[src/rtl/dac_sched_pkg.sv]
package dac_sched_pkg;

  localparam int BUS_W  = 8;
  localparam int ADDR_W = 2;
  localparam int RNG_W  = 2;

  localparam logic [ADDR_W-1:0] ADDR_LO   = 2'd0;
  localparam logic [ADDR_W-1:0] ADDR_HI   = 2'd1;
  localparam logic [ADDR_W-1:0] ADDR_CTRL = 2'd2;

  // update-source codes; any code with bit 2 set behaves as on-demand
  localparam logic [2:0] MODE_TIMER  = 3'b000;
  localparam logic [2:0] MODE_RISE   = 3'b001;
  localparam logic [2:0] MODE_FALL   = 3'b010;
  localparam logic [2:0] MODE_EITHER = 3'b011;
  localparam logic [2:0] MODE_DEMAND = 3'b111;

  localparam logic [RNG_W-1:0] RANGE_TOP = 2'b10;

  typedef struct packed {
    logic             en;
    logic [2:0]       mode;
    logic [RNG_W-1:0] range;
  } ctrl_t;

  function automatic logic mode_on_demand(input logic [2:0] m);
    return m[2];
  endfunction

endpackage

[src/rtl/dac_sched_regs.sv]
module dac_sched_regs
  import dac_sched_pkg::*;
#(
  parameter int DATA_W = 10
) (
  input  logic                  clk,
  input  logic                  rst,
  input  logic                  wr,
  input  logic [ADDR_W-1:0]     addr,
  input  logic [BUS_W-1:0]      wdata,
  output logic [BUS_W-1:0]      rdata,
  output logic [DATA_W-1:0]     word_buf,
  output logic [DATA_W-1:0]     commit_word,
  output logic                  hi_wr,
  output ctrl_t                 ctrl
);

  localparam int LO_BITS = DATA_W - BUS_W;
  localparam int PAD     = BUS_W - LO_BITS;

  logic lo_wr;
  logic ctrl_wr;
  logic [BUS_W-1:0] rd_mux;

  assign lo_wr   = wr && (addr == ADDR_LO);
  assign hi_wr   = wr && (addr == ADDR_HI);
  assign ctrl_wr = wr && (addr == ADDR_CTRL);

  // word committed by an on-demand high-byte write: new high part, buffered low part
  assign commit_word = {wdata, word_buf[LO_BITS-1:0]};

  always_ff @(posedge clk) begin
    if (rst) begin
      word_buf <= '0;
    end else begin
      if (lo_wr) word_buf[LO_BITS-1:0]      <= wdata[BUS_W-1 -: LO_BITS];
      if (hi_wr) word_buf[DATA_W-1:LO_BITS] <= wdata;
    end
  end

  always_ff @(posedge clk) begin
    if (rst) begin
      ctrl.en    <= 1'b0;
      ctrl.mode  <= MODE_DEMAND;
      ctrl.range <= '0;
    end else if (ctrl_wr) begin
      ctrl.en    <= wdata[7];
      ctrl.mode  <= wdata[6:4];
      ctrl.range <= (wdata[1:0] == 2'b11) ? RANGE_TOP : wdata[1:0];
    end
  end

  always_comb begin
    unique case (addr)
      ADDR_LO:   rd_mux = {word_buf[LO_BITS-1:0], {PAD{1'b0}}};
      ADDR_HI:   rd_mux = word_buf[DATA_W-1:LO_BITS];
      ADDR_CTRL: rd_mux = {ctrl.en, ctrl.mode, 2'b00, ctrl.range};
      default:   rd_mux = '0;
    endcase
  end

  always_ff @(posedge clk) begin
    if (rst) rdata <= '0;
    else     rdata <= rd_mux;
  end

  AST_RANGE_NOT_RESERVED: assert property (@(posedge clk) disable iff (rst)
    ctrl.range != 2'b11);

  AST_LOW_WRITE_KEEPS_HIGH: assert property (@(posedge clk) disable iff (rst)
    lo_wr |=> $stable(word_buf[DATA_W-1:LO_BITS]));

endmodule

[src/rtl/dac_sched_trig.sv]
module dac_sched_trig #(
  parameter int STAGES = 2
) (
  input  logic clk,
  input  logic rst,
  input  logic trig_in,
  output logic rise,
  output logic fall
);

  logic [STAGES-1:0] sync_q;
  logic              prev_q;

  generate
    for (genvar i = 0; i < STAGES; i++) begin : g_sync
      if (i == 0) begin : g_first
        always_ff @(posedge clk) begin
          if (rst) sync_q[0] <= 1'b0;
          else     sync_q[0] <= trig_in;
        end
      end else begin : g_next
        always_ff @(posedge clk) begin
          if (rst) sync_q[i] <= 1'b0;
          else     sync_q[i] <= sync_q[i-1];
        end
      end
    end
  endgenerate

  always_ff @(posedge clk) begin
    if (rst) prev_q <= 1'b0;
    else     prev_q <= sync_q[STAGES-1];
  end

  assign rise =  sync_q[STAGES-1] && !prev_q;
  assign fall = !sync_q[STAGES-1] &&  prev_q;

  AST_NO_DOUBLE_RISE: assert property (@(posedge clk) disable iff (rst)
    rise |=> !rise);

endmodule

[src/rtl/dac_sched_out.sv]
module dac_sched_out
  import dac_sched_pkg::*;
#(
  parameter int DATA_W = 10
) (
  input  logic              clk,
  input  logic              rst,
  input  logic              en,
  input  logic [2:0]        mode,
  input  logic              hi_wr,
  input  logic [DATA_W-1:0] commit_word,
  input  logic [DATA_W-1:0] word_buf,
  input  logic              timer_ovf,
  input  logic              rise,
  input  logic              fall,
  output logic [DATA_W-1:0] code
);

  logic              demand_upd;
  logic              ev_hit;
  logic              ev_q;
  logic [DATA_W-1:0] latch_q;

  always_comb begin
    demand_upd = en && mode_on_demand(mode) && hi_wr;
    ev_hit     = 1'b0;
    if (en && !mode_on_demand(mode)) begin
      unique case (mode[1:0])
        2'b00:   ev_hit = timer_ovf;
        2'b01:   ev_hit = rise;
        2'b10:   ev_hit = fall;
        default: ev_hit = rise || fall;
      endcase
    end
  end

  always_ff @(posedge clk) begin
    if (rst) begin
      ev_q    <= 1'b0;
      latch_q <= '0;
      code    <= '0;
    end else begin
      ev_q <= ev_hit;
      if (demand_upd)  latch_q <= commit_word;
      else if (ev_q)   latch_q <= word_buf;
      code <= en ? latch_q : '0;
    end
  end

  AST_OFF_FORCES_ZERO: assert property (@(posedge clk) disable iff (rst)
    !$past(en) |-> (code == '0));

  AST_LATCH_ONLY_ON_UPDATE: assert property (@(posedge clk) disable iff (rst)
    !$past(demand_upd || ev_q) |-> $stable(latch_q));

  AST_EVENT_NEEDS_ENABLE: assert property (@(posedge clk) disable iff (rst)
    ev_q |-> $past(en));

endmodule

[src/rtl/dac_update_sched.sv]
module dac_update_sched
  import dac_sched_pkg::*;
#(
  parameter int DATA_W      = 10,
  parameter int SYNC_STAGES = 2
) (
  input  logic              clk,
  input  logic              rst,
  input  logic              bus_wr,
  input  logic [1:0]        bus_addr,
  input  logic [7:0]        bus_wdata,
  output logic [7:0]        bus_rdata,
  input  logic              timer_ovf,
  input  logic              ext_trig,
  output logic [DATA_W-1:0] dac_code,
  output logic              dac_en,
  output logic [1:0]        dac_range,
  output logic              pin_analog
);

  ctrl_t             ctrl;
  logic [DATA_W-1:0] word_buf;
  logic [DATA_W-1:0] commit_word;
  logic              hi_wr;
  logic              rise;
  logic              fall;

  dac_sched_regs #(.DATA_W(DATA_W)) u_regs (
    .clk         (clk),
    .rst         (rst),
    .wr          (bus_wr),
    .addr        (bus_addr),
    .wdata       (bus_wdata),
    .rdata       (bus_rdata),
    .word_buf    (word_buf),
    .commit_word (commit_word),
    .hi_wr       (hi_wr),
    .ctrl        (ctrl)
  );

  dac_sched_trig #(.STAGES(SYNC_STAGES)) u_trig (
    .clk     (clk),
    .rst     (rst),
    .trig_in (ext_trig),
    .rise    (rise),
    .fall    (fall)
  );

  dac_sched_out #(.DATA_W(DATA_W)) u_out (
    .clk         (clk),
    .rst         (rst),
    .en          (ctrl.en),
    .mode        (ctrl.mode),
    .hi_wr       (hi_wr),
    .commit_word (commit_word),
    .word_buf    (word_buf),
    .timer_ovf   (timer_ovf),
    .rise        (rise),
    .fall        (fall),
    .code        (dac_code)
  );

  assign dac_en     = ctrl.en;
  assign pin_analog = ctrl.en;
  assign dac_range  = ctrl.range;

endmodule

[config.mk]
export PLATFORM = sky130hd
export DESIGN_NAME = dac_update_sched
export DESIGN_NICKNAME = d
export VERILOG_FILES = /design/src/rtl/dac_sched_pkg.sv /design/src/rtl/dac_sched_regs.sv /design/src/rtl/dac_sched_trig.sv /design/src/rtl/dac_sched_out.sv /design/src/rtl/dac_update_sched.sv
export SDC_FILE = /design/constraint.sdc
export NUM_CORES = 1
export LEC_CHECK = 0
export BUFFER_PORTS_ARGS = -buffer_cell sky130_fd_sc_hd__buf_2
export CELL_PAD_IN_SITES_DETAIL_PLACEMENT = 1
export CELL_PAD_IN_SITES_GLOBAL_PLACEMENT = 1
export CORE_ASPECT_RATIO = 1.4
export CORE_UTILIZATION = 44
export CTS_BUF_LIST = sky130_fd_sc_hd__clkbuf_4 sky130_fd_sc_hd__clkbuf_8
export DETAILED_ROUTE_END_ITERATION = 6
export PLACE_DENSITY = 0.84
export SYNTH_ARGS = -nofsm -noshare
export SYNTH_HDL_FRONTEND = slang
export SYNTH_HIERARCHICAL = 1
export SYNTH_SLANG_ARGS = --single-unit
export TNS_END_PERCENT = 30
[constraint.sdc]
create_clock -name clk -period 1.49 [get_ports clk]
set_clock_uncertainty 0.2 [all_clocks]
set_input_delay 0.0745 -clock clk [delete_from_list [all_inputs] [get_ports clk]]
set_output_delay 0.0745 -clock clk [all_outputs]
set_load 0.05 [all_outputs]
==> run_results.csv <==
group,metric,value,unit
cts,ctsRootBufferMaster,"clkbuf_8",
synthesis,yosys_warnings,6,
global_route,antenna_found_initial,0,
die,core-area,0.00431,mm^2
pwr,powerDensity,968,mW/mm^2
route,vias,1569,
sta,rsz0062_at_grt,"true",
synthesis,synthCells,189,
die,pin_count,37,
synthesis,synth_top_cell_by_area,"dfxtp_1",
cts,cts_max_level,2,
sta,slew_headroom,0.715,
cts,clkTransAtPathRegs,0.09,ns
route,post-route-drc-count,0,
worst_setup_path,crit_arrival,1.45,ns
route,ant_nets,0,
pwr,power.internal,1.81,mW
pwr,p_switching,0.565,mW
worst_setup_path,crit_path_end_kind,"register",
outcome,status,"finished, final reports clean",
pwr,clkPwrFrac,0.341,
die,rows,28,
layout,layout-drive-gt1-share,0.247,
layout,fin_nets,245,
die,fp.dieH,82.3,um
route,drtIter0Drc,20,
synthesis,synth_common_cells,"dfxtp_1 (48), mux2i_1 (28), nand2b_1 (21)",
global_route,grt_overflow,0,
synthesis,synth_seq_cells,48,
synthesis,synth_area_leaders,"dfxtp_1 (47%), mux2i_1 (14%), nand2b_1 (6.5%), and4b_1 (4.9%), buf_4 (4.4%)",
route,vias_per_cell,5.39,
die,initial_utilization,0.470,
pwr,power_frac_seq,0.560,
sta,final_hold_viol_count,0,
layout,postLayoutCellArea,0.00246,mm^2
layout,num_antenna_cells,0,
run,max-cap-violations,0,
cts,numCtsBuffers,5,
die,die_w,59.3,um
layout,final.fill_count,487,
worst_setup_path,worstSetupPathType,"in -> reg",
route,routed_wirelength,5.06,mm
cts,clock_path_buffers,2,
pwr,power_frac_comb,0.099,
min_path,min_path_type,"in -> reg",
synthesis,synth_top_flop_cell,"dfxtp_1",
global_route,groute.usage.overall,0.231,
pwr,ir_drop,668,uV
route,wl_per_cell,17.4,um
sta,max_freq,688,MHz
synthesis,async_flop_share,0,
global_route,grt_pass1_wl,8.30,mm
synthesis,seq_area_frac_synth,0.475,
cts,cts.sinks,48,
placement,portBuffers,36,
sta,drv_slew,0,
synthesis,syn_area,0.00202,mm^2
placement,place_hpwl,3.48,mm
synthesis,synth.avg_cell_area,10.7,um^2
pwr,swShare,0.238,
global_route,grt_pass1_vias,1666,
sta,min_period,1.45,ns
sta,timing.final.crit_share,0.975,
worst_setup_path,worstPathRequired,1.48,ns
die,dieArea,0.00488,mm^2
global_route,grt_max_degree,29,
pwr,power_leakage,1.01,nW
worst_setup_path,start_kind,"input port",
layout,syn_to_final_growth,21.3,%
synthesis,synth_nets,204,
route,drt_first_pass_iters,4,
placement,gp_congestion,0.783,
placement,place_area,0.00222,mm^2
placement,dp_cells,270,
layout,stdcell_count,291,
synthesis,synth_edf_count,0,
sta,setup_violations,0,
cts,clk_latency,0.29,ns
synthesis,yosys.cell_count.top_type,"dfxtp_1",
synthesis,ys_types,25,
sta,worst_pin_slew,0.428,ns
cts,cts_tree,"yes",
worst_setup_path,path_max_fanout,1,
synthesis,yosysTopAreaCellShare,0.475,
per-layer routing:
metal	track usage	vias up	share of wire
li1	-	729	-
met1	0.251	796	0.40
met2	0.436	34	0.55
met3	0.0343	10	0.027
met4	0.0929	0	0.020
met5	0	-	0
area by class of cell:
class	count	area, um^2	area share
clock buffers	7	90.1	0.0367
clock inverters	1	7.51	0.00306
inverters	1	3.75	0.00153
multi-input cells	116	908	0.370
flip-flops and latches	48	962	0.392
well taps	60	75.1	0.0306
repair buffers	58	409	0.167
cell families after synthesis:
group	count (synthesis)	share of synthesized area
AO/OA/AOI/OAI	18	0.0667
flip-flops	48	0.475
buffers and inverters	25	0.0766
multiplexers	28	0.138
AND/OR/NAND/NOR	70	0.244
layout by cell type (no fill, tap or decap), types with 2 or more instances in the layout:
cell type and count:
or3b_1 2, a21oi_1 4, and4b_1 10, buf_2 35
o32ai_1 2, nand2b_1 21, buf_12 2, and3b_1 2
and2_1 10, nand3b_1 8, nor2_1 6, dfxtp_1 47
mux2i_1 28, dlygate4sd3_1 13, clkbuf_8 6, a211oi_1 10
nor2b_1 6, buf_4 7, nor3b_1 2
power by group through the flow:
stage | registers (mW) | clock network [mW] | logic, mW
2_1_floorplan | 1.38 | 0 | 0.123
3_3_place_gp | 1.36 | 0 | 0.192
3_5_place_dp | 1.36 | 0 | 0.204
4_1_cts | 1.33 | 0.822 | 0.232
5_1_grt | 1.33 | 0.882 | 0.250
6_report | 1.33 | 0.811 | 0.235
flip-flops by register name, summed over array words and instances (netlist names):
signal	flops
u_regs/ctrl	6
u_out/ev_q	1
u_regs/rdata	8
u_out/code	10
u_out/latch_q	10
u_trig/sync_q	2
u_trig/prev_q	1
u_regs/word_buf	10
what timing repair did:
item                                    CTS  global route
setup buffers                             0             0
endpoints found under the setup margin    0             2
gates resized for setup                   0             1
hold endpoints to repair                 26             0
hold buffers                             13             0
metrics by stage:
stage / utilization / TNS, ns / power (mW) / setup WS (ns) / hold WS (ns)
floorplan: - / 0 / 1.50 / 0.100 / -0.0566
global placement: 0.516 / 0 / 1.55 / 0.155 / 0.0928
detailed placement: 0.516 / 0 / 1.56 / 0.0145 / 0.140
CTS: 0.569 / 0 / 2.38 / 0.0398 / 0.0357
global route: 0.570 / -0.00296 / 2.47 / -0.00296 / 0.0506
finish: 0.570 / 0 / 2.38 / 0.0367 / 0.0452
critical path, stage by stage:
cell           delay (ns)
dlygate4sd3_1        0.53
buf_2                0.11
or3b_1               0.36
a2111oi_2            0.37
worst paths after layout:
path	start	end	slack, ns	cells past startpoint
hold / removal	rst	u_regs/rdata[1]	0.05	3
setup reg to reg	u_regs/ctrl[2]	u_out/ev_q	0.08	2
setup / recovery	timer_ovf	u_out/ev_q	0.04	4
hold reg to reg	u_trig/sync_q[0]	u_trig/sync_q[1]	0.26	1
Note: power is estimated with default switching activity, not from simulation.
